### src/rtl/smon_pkg.sv
package smon_pkg;
  localparam int CTRL_ADDR  = 0;
  localparam int LEVEL_ADDR = 1;
  localparam int DELAY_ADDR = 2;

  typedef enum logic [1:0] {
    EDGE_RISE = 2'd0,
    EDGE_FALL = 2'd1,
    EDGE_BOTH = 2'd2,
    EDGE_ANY  = 2'd3
  } edgeSelT;

  typedef enum logic [1:0] {
    RST_IDLE  = 2'd0,
    RST_HOLD  = 2'd1,
    RST_COUNT = 2'd2
  } rstStateT;

  typedef struct packed {
    logic       enable;
    logic       resetMode;
    edgeSelT    edgeSel;
    logic       nmiSel;
    logic       intEnable;
    logic       relPolicy;
    logic [1:0] filtSel;
  } ctrlT;

  // strobes from control to the datapath countdown
  typedef struct packed {
    logic load;
    logic dec;
  } cntStrobeT;
endpackage

### src/rtl/smon_datapath.sv
module smon_datapath
  import smon_pkg::*;
#(
  parameter int SYNC_STAGES  = 2,
  parameter int FILT_LOG_MAX = 3,
  parameter int DELAY_W      = 16
) (
  input  logic               clk,
  input  logic               rstN,
  input  logic               supplyAbove,
  input  logic [1:0]         filtSel,
  input  logic [DELAY_W-1:0] delayVal,
  input  cntStrobeT          cntStb,
  output logic               filtLevel,
  output logic               riseStb,
  output logic               fallStb,
  output logic               cntZero
);
  localparam int RUN_W = FILT_LOG_MAX + 1;

  logic [SYNC_STAGES-1:0] syncQ;
  logic                   sampled;
  logic [RUN_W-1:0]       runCnt;
  logic [RUN_W-1:0]       runNeed;
  logic [DELAY_W-1:0]     delayCnt;

  always_ff @(posedge clk or negedge rstN) begin
    if (!rstN) syncQ <= '0;
    else       syncQ <= {syncQ[SYNC_STAGES-2:0], supplyAbove};
  end
  assign sampled = syncQ[SYNC_STAGES-1];

  assign runNeed = RUN_W'(1) << filtSel;

  // noise filter: flips only after runNeed consecutive differing samples
  always_ff @(posedge clk or negedge rstN) begin
    if (!rstN) begin
      filtLevel <= 1'b0;
      runCnt    <= '0;
      riseStb   <= 1'b0;
      fallStb   <= 1'b0;
    end else begin
      riseStb <= 1'b0;
      fallStb <= 1'b0;
      if (sampled == filtLevel) begin
        runCnt <= '0;
      end else if (runCnt + RUN_W'(1) >= runNeed) begin
        filtLevel <= sampled;
        runCnt    <= '0;
        riseStb   <= sampled;
        fallStb   <= !sampled;
      end else begin
        runCnt <= runCnt + RUN_W'(1);
      end
    end
  end

  // reset-release countdown
  always_ff @(posedge clk or negedge rstN) begin
    if (!rstN)                           delayCnt <= '0;
    else if (cntStb.load)                delayCnt <= delayVal;
    else if (cntStb.dec && !cntZero)     delayCnt <= delayCnt - DELAY_W'(1);
  end
  assign cntZero = (delayCnt == '0);


  reload_value_chk: assert property (@(posedge clk) disable iff (!rstN)
    cntStb.load |=> delayCnt == $past(delayVal))
    else $error("countdown did not load delay");
endmodule

### src/rtl/smon_control.sv
module smon_control
  import smon_pkg::*;
#(
  parameter int LEVEL_W     = 4,
  parameter int NUM_LEVELS  = 10,
  parameter int DELAY_W     = 16,
  parameter int DATA_W      = 16,
  parameter int ADDR_W      = 2,
  parameter int MASK_CYCLES = 2,
  parameter int DELAY_INIT  = 16
) (
  input  logic               clk,
  input  logic               rstN,
  input  logic               cfgWe,
  input  logic [ADDR_W-1:0]  cfgAddr,
  input  logic [DATA_W-1:0]  cfgWdata,
  input  logic               filtLevel,
  input  logic               riseStb,
  input  logic               fallStb,
  input  logic               cntZero,
  output ctrlT               ctrl,
  output logic [DELAY_W-1:0] delayVal,
  output cntStrobeT          cntStb,
  output logic [LEVEL_W-1:0] levelSel,
  output logic               detFlag,
  output logic               rstReq,
  output logic               irqReq,
  output logic               nmiReq,
  output logic               evtPulse
);
  localparam int MASK_W  = $clog2(MASK_CYCLES + 1);
  localparam int CLR_BIT = 9;

  ctrlT              newCtrl;
  logic              wrCtrl, wrLevel, wrDelay, levelOk, detClr, maskTrig;
  logic [MASK_W-1:0] maskCnt;
  logic              masked, qualRise, qualFall, hit, active;
  rstStateT          state, stNext;

  always_comb begin
    newCtrl.enable    = cfgWdata[0];
    newCtrl.resetMode = cfgWdata[1];
    newCtrl.edgeSel   = edgeSelT'(cfgWdata[3:2]);
    newCtrl.nmiSel    = cfgWdata[4];
    newCtrl.intEnable = cfgWdata[5];
    newCtrl.relPolicy = cfgWdata[6];
    newCtrl.filtSel   = cfgWdata[8:7];
  end

  assign levelOk  = cfgWdata[LEVEL_W-1:0] < LEVEL_W'(NUM_LEVELS);
  assign wrCtrl   = cfgWe && (cfgAddr == ADDR_W'(CTRL_ADDR));
  assign wrLevel  = cfgWe && (cfgAddr == ADDR_W'(LEVEL_ADDR)) && levelOk;
  assign wrDelay  = cfgWe && (cfgAddr == ADDR_W'(DELAY_ADDR));
  assign detClr   = wrCtrl && cfgWdata[CLR_BIT];
  assign maskTrig = ctrl.enable &&
                    (wrLevel || (wrCtrl && (newCtrl.resetMode != ctrl.resetMode)));
  assign masked   = (maskCnt != '0);

  assign qualRise = riseStb && (ctrl.edgeSel != EDGE_FALL);
  assign qualFall = fallStb && (ctrl.edgeSel != EDGE_RISE);
  assign hit      = ctrl.enable && !masked && (qualRise || qualFall);
  assign active   = ctrl.enable && ctrl.resetMode;

  always_ff @(posedge clk or negedge rstN) begin
    if (!rstN) begin
      ctrl     <= '0;
      levelSel <= '0;
      delayVal <= DELAY_W'(DELAY_INIT);
      maskCnt  <= '0;
      detFlag  <= 1'b0;
      evtPulse <= 1'b0;
      nmiReq   <= 1'b0;
    end else begin
      if (wrCtrl)  ctrl     <= newCtrl;
      if (wrLevel) levelSel <= cfgWdata[LEVEL_W-1:0];
      if (wrDelay) delayVal <= cfgWdata[DELAY_W-1:0];
      if (maskTrig)    maskCnt <= MASK_W'(MASK_CYCLES);
      else if (masked) maskCnt <= maskCnt - MASK_W'(1);
      if (hit)         detFlag <= 1'b1;
      else if (detClr) detFlag <= 1'b0;
      evtPulse <= hit;
      nmiReq   <= hit && !ctrl.resetMode && ctrl.intEnable && ctrl.nmiSel;
    end
  end

  // reset request sequencing
  always_comb begin
    stNext = state;
    cntStb = '0;
    if (!active) begin
      stNext = RST_IDLE;
    end else begin
      unique case (state)
        RST_IDLE: begin
          if (!ctrl.relPolicy) begin
            if (!filtLevel) stNext = RST_HOLD;
          end else if (fallStb) begin
            stNext      = RST_COUNT;
            cntStb.load = 1'b1;
          end
        end
        RST_HOLD: begin
          if (filtLevel || ctrl.relPolicy) begin
            stNext      = RST_COUNT;
            cntStb.load = 1'b1;
          end
        end
        RST_COUNT: begin
          if (!ctrl.relPolicy && !filtLevel) begin
            stNext = RST_HOLD;
          end else if (ctrl.relPolicy && fallStb) begin
            cntStb.load = 1'b1;
          end else if (cntZero) begin
            stNext = RST_IDLE;
          end else begin
            cntStb.dec = 1'b1;
          end
        end
        default: stNext = RST_IDLE;
      endcase
    end
  end

  always_ff @(posedge clk or negedge rstN) begin
    if (!rstN) state <= RST_IDLE;
    else       state <= stNext;
  end

  assign rstReq = (state != RST_IDLE);
  assign irqReq = detFlag && ctrl.enable && ctrl.intEnable &&
                  !ctrl.nmiSel && !ctrl.resetMode;


  level_legal_chk: assert property (@(posedge clk) disable iff (!rstN)
    levelSel < LEVEL_W'(NUM_LEVELS))
    else $error("illegal threshold code");


  det_event_chk: assert property (@(posedge clk) disable iff (!rstN)
    $rose(detFlag) |-> evtPulse)
    else $error("crossing flag set without event");


  nmi_event_chk: assert property (@(posedge clk) disable iff (!rstN)
    nmiReq |-> evtPulse)
    else $error("nmi pulse without event");


  mask_window_chk: assert property (@(posedge clk) disable iff (!rstN)
    evtPulse |-> !$past(masked))
    else $error("event during mask window");


  release_above_chk: assert property (@(posedge clk) disable iff (!rstN)
    ($fell(rstReq) && $past(ctrl.enable && ctrl.resetMode && !ctrl.relPolicy))
      |-> $past(filtLevel))
    else $error("reset released while supply low");
endmodule

### src/rtl/supply_monitor.sv
module supply_monitor
  import smon_pkg::*;
#(
  parameter int LEVEL_W     = 4,
  parameter int NUM_LEVELS  = 10,
  parameter int DELAY_W     = 16,
  parameter int DATA_W      = 16,
  parameter int ADDR_W      = 2,
  parameter int SYNC_STAGES = 2,
  parameter int MASK_CYCLES = 2,
  parameter int DELAY_INIT  = 16
) (
  input  logic               clk,
  input  logic               rstN,
  input  logic               supplyAbove,
  input  logic               cfgWe,
  input  logic [ADDR_W-1:0]  cfgAddr,
  input  logic [DATA_W-1:0]  cfgWdata,
  output logic [LEVEL_W-1:0] levelSel,
  output logic               monFlag,
  output logic               detFlag,
  output logic               rstReq,
  output logic               irqReq,
  output logic               nmiReq,
  output logic               evtPulse
);
  ctrlT               ctrl;
  cntStrobeT          cntStb;
  logic [DELAY_W-1:0] delayVal;
  logic               filtLevel, riseStb, fallStb, cntZero;

  smon_datapath #(
    .SYNC_STAGES (SYNC_STAGES),
    .FILT_LOG_MAX(3),
    .DELAY_W     (DELAY_W)
  ) dpath (
    .clk        (clk),
    .rstN       (rstN),
    .supplyAbove(supplyAbove),
    .filtSel    (ctrl.filtSel),
    .delayVal   (delayVal),
    .cntStb     (cntStb),
    .filtLevel  (filtLevel),
    .riseStb    (riseStb),
    .fallStb    (fallStb),
    .cntZero    (cntZero)
  );

  smon_control #(
    .LEVEL_W    (LEVEL_W),
    .NUM_LEVELS (NUM_LEVELS),
    .DELAY_W    (DELAY_W),
    .DATA_W     (DATA_W),
    .ADDR_W     (ADDR_W),
    .MASK_CYCLES(MASK_CYCLES),
    .DELAY_INIT (DELAY_INIT)
  ) ctl (
    .clk      (clk),
    .rstN     (rstN),
    .cfgWe    (cfgWe),
    .cfgAddr  (cfgAddr),
    .cfgWdata (cfgWdata),
    .filtLevel(filtLevel),
    .riseStb  (riseStb),
    .fallStb  (fallStb),
    .cntZero  (cntZero),
    .ctrl     (ctrl),
    .delayVal (delayVal),
    .cntStb   (cntStb),
    .levelSel (levelSel),
    .detFlag  (detFlag),
    .rstReq   (rstReq),
    .irqReq   (irqReq),
    .nmiReq   (nmiReq),
    .evtPulse (evtPulse)
  );

  assign monFlag = filtLevel;
endmodule

### config.mk
export PLATFORM = sky130hd
export DESIGN_NAME = supply_monitor
export DESIGN_NICKNAME = d
export VERILOG_FILES = /design/src/rtl/smon_pkg.sv /design/src/rtl/smon_datapath.sv /design/src/rtl/smon_control.sv /design/src/rtl/supply_monitor.sv
export SDC_FILE = /design/constraint.sdc
export NUM_CORES = 1
export LEC_CHECK = 0
export ABC_CLOCK_PERIOD_IN_PS = 3560
export BUFFER_PORTS_ARGS = -buffer_cell sky130_fd_sc_hd__buf_2
export CORE_UTILIZATION = 41
export DETAILED_ROUTE_END_ITERATION = 7
export SLEW_MARGIN = 5
export SYNTH_ARGS = -nofsm -noshare
export SYNTH_HDL_FRONTEND = slang
export SYNTH_HIERARCHICAL = 1
export SYNTH_SLANG_ARGS = --single-unit
### constraint.sdc
create_clock -name clk -period 3.56 [get_ports clk]
set_input_delay 0 -clock clk [delete_from_list [all_inputs] [get_ports clk]]
set_output_delay 0 -clock clk [all_outputs]
set_load 0.02 [all_outputs]
==> metrics.yaml, run 1 <==
relSlewSlack: 0.3645
cts_max_level: 3
drt_iter0_drc: 78
r2r-end: "dpath/delayCnt[9]"
finalWorstSetupSlack_ns: 0.5111
yosysTopAreaCell: "dfrtp_1"
status: "finished clean"
worstMarginPinSlew_ns: 0.9445
synth_flop_cell: "dfrtp_1"
wirelength_um: 5534
gp_congestion: 0.8391
met2_usage: 0.2742
route.detailed.drc: 0
port_buffers: 31
cts_tree: "built"
clk_path_buf_depth: 2
hold_slack_ns: 0.09560
yosysWarnings: 6
dr.pass1.iters: 4
grtUsageMet1: 0.2312
fp.dieH_um: 86.87
grt_pass1_wl_um: 9991
min_period_ns: 3.049
ys_types: 48
clockRootBuffer: "clkbuf_8"
maxClockFrequency_ghz: 0.3280
synthTopCellsByArea: "dfrtp_1, mux2_2, mux2_4"
ys_ff_latch: 61
period_share: 0.8564
p_seq_frac: 0.429
wl_per_cell_um: 13.66
drv_cap: 0
worstHoldPathType: "input pin to register"
core_mm2: 0.006869
critPathLaunchType: "register"
num_io_pins: 32
seqCellArea_mm2: 0.001528
hold_path_end: "ctl/levelSel[3]"
overflow: 0
rrSetupSlack_ns: 0.51
place_area_mm2: 0.003213
drv_slew: 0
synth_edf_count: 0
final_cell_area_mm2: 0.003627
hold_viol_final: 0
grtUsageMet3: 0.05403
worstHoldPathCells: 4
ant_nets: 0
static-leakage-power_nw: 1.645
required_ns: 3.77
cp_max_fo: 6
setup_viol: 0
cp.arrival_ns: 3.26
yosysSeqAreaShare: 0.5174
multi_input_area_mm2: 0.001369
syn_inst: 246
grt_max_degree: 40
antenna_found_initial: 0
fin_cells: 405
ir_drop_uv: 267.2
nFillCells: 633
clk_pin_slew_ns: 0.07
p_int_mw: 1.663
hpwl_um: 3812
fp-row-count: 30
syn_area_mm2: 0.002953
rsz0062_at_grt: "no"
placed_cells: 370
final_nets: 334
reg2reg_depth: 14
async_flop_share: 1.000
grt_pass1_vias: 2168
die_w_um: 86.87
p_sw_frac: 0.3197
skew_ns: 0.009979
viasPerCell: 4.919
setup.worst_path.class: "register to register"
track_usage: 0.1776
numCtsBuffers: 9
clk_latency_ns: 0.34
p_per_area_mw_per_mm2: 673.9
fin_tns_setup_ns: 0
p_switching_mw: 0.7816
min-delay-start: "cfgAddr[1]"
syn-num-nets: 276
p_clk_frac: 0.280
avgSynthCellArea_um2: 12.00
area_growth_pct: 22.84
drive_above_1_share: 0.3139
cts_sinks: 61
synthDominantCellAreaShare: 0.5085
p_comb_frac: 0.292
cp-startpoint: "dpath/delayCnt[0]"
pre_cts_ws_ns: 0.4953
r2r_start: "dpath/delayCnt[0]"
initial_utilization: 0.4299
num_vias: 1992
endpoint_kind: "register"
dieArea_mm2: 0.007546
diodes: 0
top_usage_layer: "met2"
cts-resized-gates: 0
-- cell usage after synthesis, drive strengths merged, types with 2 or more instances --
master and instances:
a211o 2, a211oi 2, a21o 2, a21oi 7, and3 2, buf 3, clkbuf 2, dfrtp 60
ha 8, inv 7, mux2 35, mux2i 3, nand2 19, nand2b 7, nand3 4, nand3b 4
nor2 13, nor2b 4, nor3 5, nor3b 3, nor4 4, o21ai 11, o22a 2, o31ai 3
or2 2, or3 2, or4 6, xnor2 9, xor2 6
-- cell usage in the layout, fill, tap and decap left out, drive strengths merged, types with 3 or more instances in the layout --
cell type    count
nand3b           4
inv              7
nor2b            4
dlygate4sd3     19
a21oi            7
nor4             4
xor2             6
o21ai           11
o31ai            3
mux2i            3
nand3            4
or4              6
nor3b            3
mux2            35
xnor2            9
ha               8
nand2b           7
clkbuf          10
buf             33
nor3             5
nor2            13
nand2           19
clkinv           3
dfrtp           60
-- worst max-delay path by stage --
stage	end	slack (ns)	cells after the start
2_1_floorplan	dpath/delayCnt[9]	0.90	14
3_3_place_gp	dpath/delayCnt[9]	0.67	14
3_5_place_dp	dpath/delayCnt[9]	0.50	14
4_1_cts	dpath/delayCnt[9]	0.49	14
5_1_grt	dpath/delayCnt[10]	0.18	14
6_report	dpath/delayCnt[9]	0.51	14
-- cells by family after synthesis --
family,share of synthesized area
and+or+nand+nor,0.1551
DFF,0.5174
buffers and inverters,0.01907
adders and majority gates,0.03390
AOI/OAI and AO/OA,0.07373
muxes,0.1564
xor gates and xnor gates,0.04449
-- stage by stage --
step           power [mW]    util
3_5_place_dp        1.761  0.4678
5_1_grt             2.633  0.5281
2_1_floorplan       1.567       -
4_1_cts             2.476  0.5281
6_report            2.444  0.5281
3_3_place_gp        1.741  0.4678
-- power by group through the flow --
stage	logic (mW)	clock network (mW)	registers, mW
after global placement	0.685	0	1.06
after global routing	0.811	0.742	1.08
final	0.714	0.683	1.05
after floorplan	0.524	0	1.04
after detailed placement	0.705	0	1.06
after CTS	0.723	0.705	1.05
-- worst max-delay path, stage by stage (launching register included) --
cell	delay (ns)
dfrtp_1	0.37
inv_1	0.10
ha_1	0.23
nand2b_1	0.11
nor2_1	0.10
nand2_1	0.11
inv_1	0.04
nor2_1	0.11
nand2_1	0.07
nor3_1	0.46
nand2b_1	0.15
or4_2	0.60
nor4_1	0.25
xnor2_1	0.15
o21ai_0	0.08
-- flip-flops by register name (all words and copies together), names as in the netlist --
| signal | count |
|---|---|
| dpath/filtLevel | 1 |
| ctl/state | 2 |
| dpath/delayCnt | 16 |
| dpath/syncQ | 2 |
| ctl/delayVal | 16 |
| ctl/nmiReq | 1 |
| dpath/fallStb | 1 |
| ctl/maskCnt | 2 |
| ctl/evtPulse | 1 |
| ctl/levelSel | 4 |
| dpath/riseStb | 1 |
| dpath/runCnt | 4 |
| ctl/ctrl | 9 |
| ctl/detFlag | 1 |
-- area by class of cell --
class / instances / area share
Sequential cell: 61 / 0.4212
Inverter: 7 / 0.007244
Tap cell: 96 / 0.03311
Timing Repair Buffer: 52 / 0.09934
Clock inverter: 6 / 0.02380
Clock buffer: 10 / 0.03794
Multi-Input combinational cell: 173 / 0.3774
-- per-layer routing --
layer | vias up | share of wire
met5 | - | 0
met4 | 0 | 0.016
met3 | 9 | 0.040
met2 | 30 | 0.46
met1 | 960 | 0.48
li1 | 993 | -
-- timing repair --
item	4_1_cts	5_1_grt
hold endpoints to repair	53	0
hold buffers	19	0
setup buffers	0	0
No activity file was read; power rests on OpenSTA's default activity.
==> run 2: changes to the inputs <==
ABC_AREA = 1   (was unset)
==> run 2 against run 1 <==
  * Cell count rose by 40%
  * Synthesized cell count up 66%
  * Flip-flop and latch count unchanged
  * First-iteration DRC count increased by 130%
  * Maximum frequency rose by 36%
  * Utilization down 2.6 points
  * Count of clock-buffer cells in the layout is 1 lower
  * Sequential share of layout area decreased by 2.8 points
  * Cell area up 7.0%
  * Combinational power rose by 60%
  * Register-to-register slack gained 0.80 ns
  * Largest cell class unchanged
  * Clock skew decreased by 0.0023 ns
==> metrics.yaml, run 2 <==
status: "finished clean"
die_w_um: 91.45  # +5.3%
rrSetupSlack_ns: 1.32  # +0.80 ns
antenna_found_initial: 0  # unchanged
p_per_area_mw_per_mm2: 711.5  # +5.6%
yosysTopAreaCell: "dfrtp_1"
p_switching_mw: 1.143  # +46%
critPathSlowestCell: "clkinv_1"
track_usage: 0.1894  # +0.01178
wirelength_um: 7152  # +29%
p_int_mw: 1.619  # -2.7%
area_growth_pct: 18.31
gp_congestion: 0.8253  # -1.6%
syn_area_mm2: 0.003281  # +11%
final_cell_mix: "nand2_1, dfrtp_1, inv_1"
dieArea_mm2: 0.008363  # +11%
fp-row-count: 32  # +6.7%
fin_tns_setup_ns: 0  # unchanged
cp.arrival_ns: 2.47  # -0.79 ns
relSlewSlack: 0.5127  # +0.1482
port_buffers: 31  # unchanged
cts_sinks: 61  # unchanged
ys_types: 33  # -31%
grt_pass1_vias: 2644  # +22%
clk_latency_ns: 0.33  # about the same
clockRootBuffer: "clkbuf_8"
ir_drop_uv: 278.7  # +4.3%
overflow: 0  # unchanged
cts_tree: "built"
setup.worst_path.class: "register to register"
synthTopCellsByCount: "nand2_1, dfrtp_1, inv_1, o21ai_0, nor2_1"
met2_usage: 0.2901  # +0.01594
worstHoldPathType: "input pin to register"
fin_cells: 568  # +40%
crit_chain: "inv_1 > nor2_1 > nand2_1 > a21oi_1 > buf_4 > clkinv_1 > nand2_4 > inv_1 > nand2_1 > nand2_1"
placed_cells: 535  # +45%
period_share: 0.6305  # -0.2259
worstMarginPinSlew_ns: 0.7310  # -0.2135 ns
route.detailed.drc: 0  # unchanged
clk_path_buf_depth: 2  # unchanged
drv_cap: 0  # unchanged
core_mm2: 0.007727  # +12%
numCtsBuffers: 9  # unchanged
yosysSeqAreaShare: 0.4657  # -0.05170
final_nets: 491  # +47%
wl_per_cell_um: 12.59  # -7.9%
syn_inst: 408  # +66%
maxClockFrequency_ghz: 0.4455  # +36%
critPathLaunchType: "register"
drv_slew: 0  # unchanged
cpPeakStageDelay_ns: 0.44  # -0.16 ns
p_comb_frac: 0.414  # +0.122
yosysMostFrequentCell: "nand2_1"
top_usage_layer: "met2"
endpoint_kind: "register"
nFillCells: 764  # +21%
top_regs: "ctl/delayVal: 16 flops, dpath/delayCnt: 16 flops, ctl/ctrl: 9 flops"
static-leakage-power_nw: 2.022  # +23%
clk_pin_slew_ns: 0.07  # about the same
synth_edf_count: 0  # unchanged
layout_commonest_cell: "nand2_1"
fin_util: 0.5023  # -0.02578
grtUsageMet1: 0.2596  # +0.02839
dr.pass1.iters: 5  # +1
post-cts-setup-buffer-count: 0  # unchanged
rsz0062_at_grt: "no"
skew_ns: 0.007655  # -0.002324 ns
drt_iter0_drc: 178  # +130%
fp.dieH_um: 91.45  # +5.3%
avgSynthCellArea_um2: 8.041  # -33%
grt_pass1_wl_um: 12280  # +23%
drive_above_1_share: 0.1910  # -0.1229
cp_max_fo: 19  # +13
diodes: 0  # unchanged
cts-resized-gates: 0  # unchanged
yosysWarnings: 6  # unchanged
syn-num-nets: 438  # +59%
hold_viol_final: 0  # unchanged
hpwl_um: 5185  # +36%
setup_viol: 0  # unchanged
ys_ff_latch: 61  # unchanged
grt_max_degree: 32  # -20%
num_io_pins: 32  # unchanged
synth_flop_cell: "dfrtp_1"
num_vias: 2738  # +37%
p_sw_frac: 0.4138  # +0.09412
path_common_cell: "nand2_1"
p_clk_frac: 0.217  # -0.063
ant_nets: 0  # unchanged
viasPerCell: 4.820  # -2.0%
cts_max_level: 3  # unchanged
min_period_ns: 2.245  # -0.8043 ns
synthDominantCellAreaShare: 0.4577  # -0.05081
hold_buffers: 17  # -2
async_flop_share: 1.000  # unchanged
initial_utilization: 0.4245  # -0.005326
p_seq_frac: 0.369  # -0.060
synthTopCellsByArea: "dfrtp_1, nand2_1, inv_1"
required_ns: 3.79  # +0.02 ns
grtUsageMet3: 0.04690  # -0.007127
==> run 2: cell count changes in the layout (fill, tap and decap cells not counted), moves of 9 or more <==
cell	before	now
nand2_1	19	121
inv_1	7	48
nor2_1	13	31
mux2_2	25	7
nand3_1	3	29
nor2_2	0	9
mux2_4	10	0
o21ai_0	10	32
==> run 2: power groups by stage <==
stage | Sequential [mW] | Clock, mW | Combinational, mW
after floorplan | 1.01 | 0 | 0.867
final | 1.02 | 0.600 | 1.14
after global routing | 1.04 | 0.644 | 1.31
after CTS | 1.02 | 0.620 | 1.15
after global placement | 1.03 | 0 | 1.11
after detailed placement | 1.03 | 0 | 1.13
==> run 2: cells by family (layout without fill, tap and decap cells) <==
| kind of cell | after synthesis | count (layout) | synth area share |
|---|---|---|---|
| DFF | 61 | 61 | 0.4657 |
| muxes | 7 | 7 | 0.02403 |
| AOI/OAI and AO/OA | 52 | 52 | 0.09077 |
| adders and majority gates | 8 | 8 | 0.03051 |
| xor gates and xnor gates | 5 | 5 | 0.01335 |
| buffers and inverters | 58 | 116 | 0.07474 |
| and+or+nand+nor | 217 | 217 | 0.3009 |
==> run 2: area by class of cell <==
cell class              instances  area [um^2]  share of cell area
clock buffers                   9        123.9             0.03191
clock inverters                 7        66.31             0.01709
inverters                      50        187.7             0.04836
multi-input cells             289         1508              0.3885
flip-flops and latches         61         1528              0.3936
well taps                     102        127.6             0.03288
repair buffers                 50        340.3             0.08769
==> run 2: through the flow <==
stage	setup slack, ns	cell area [um^2]	hold slack, ns	total power [mW]
3_5_place_dp	1.307	3521	0.1097	2.160
2_1_floorplan	1.802	3281	-0.2956	1.877
4_1_cts	1.308	3881	0.01496	2.789
6_report	1.315	3881	0.02809	2.762
3_3_place_gp	1.322	3521	0.1093	2.139
5_1_grt	1.069	3881	0.03583	3.002
==> run 2: worst paths after layout <==
| path | start | to | cells after the start |
|---|---|---|---|
| setup reg to reg | ctl/state[0] | dpath/delayCnt[6] | 10 |
| hold / removal | cfgWdata[3] | ctl/ctrl[6] | 3 |
| setup / recovery | ctl/state[0] | dpath/delayCnt[6] | 10 |
| min in group asynchronous | rstN | dpath/delayCnt[6] | 2 |
| hold reg to reg | dpath/syncQ[0] | dpath/syncQ[1] | 0 |
| max in group asynchronous | rstN | ctl/delayVal[4] | 3 |
==> run 2: worst max-delay path, delay by kind of cell (launching register included) <==
kind                   cells  cell delay (ns)
and+or+nand+nor            5             0.72
AOI/OAI and AO/OA          1             0.13
DFF                        1             0.38
buffers and inverters      4             0.90
==> run 2: layer usage <==
layer | routed length [um] | vias up
met5 | 0 | -
met4 | 80 | 0
met3 | 257 | 8
met2 | 3373 | 44
met1 | 3441 | 1275
li1 | - | 1411
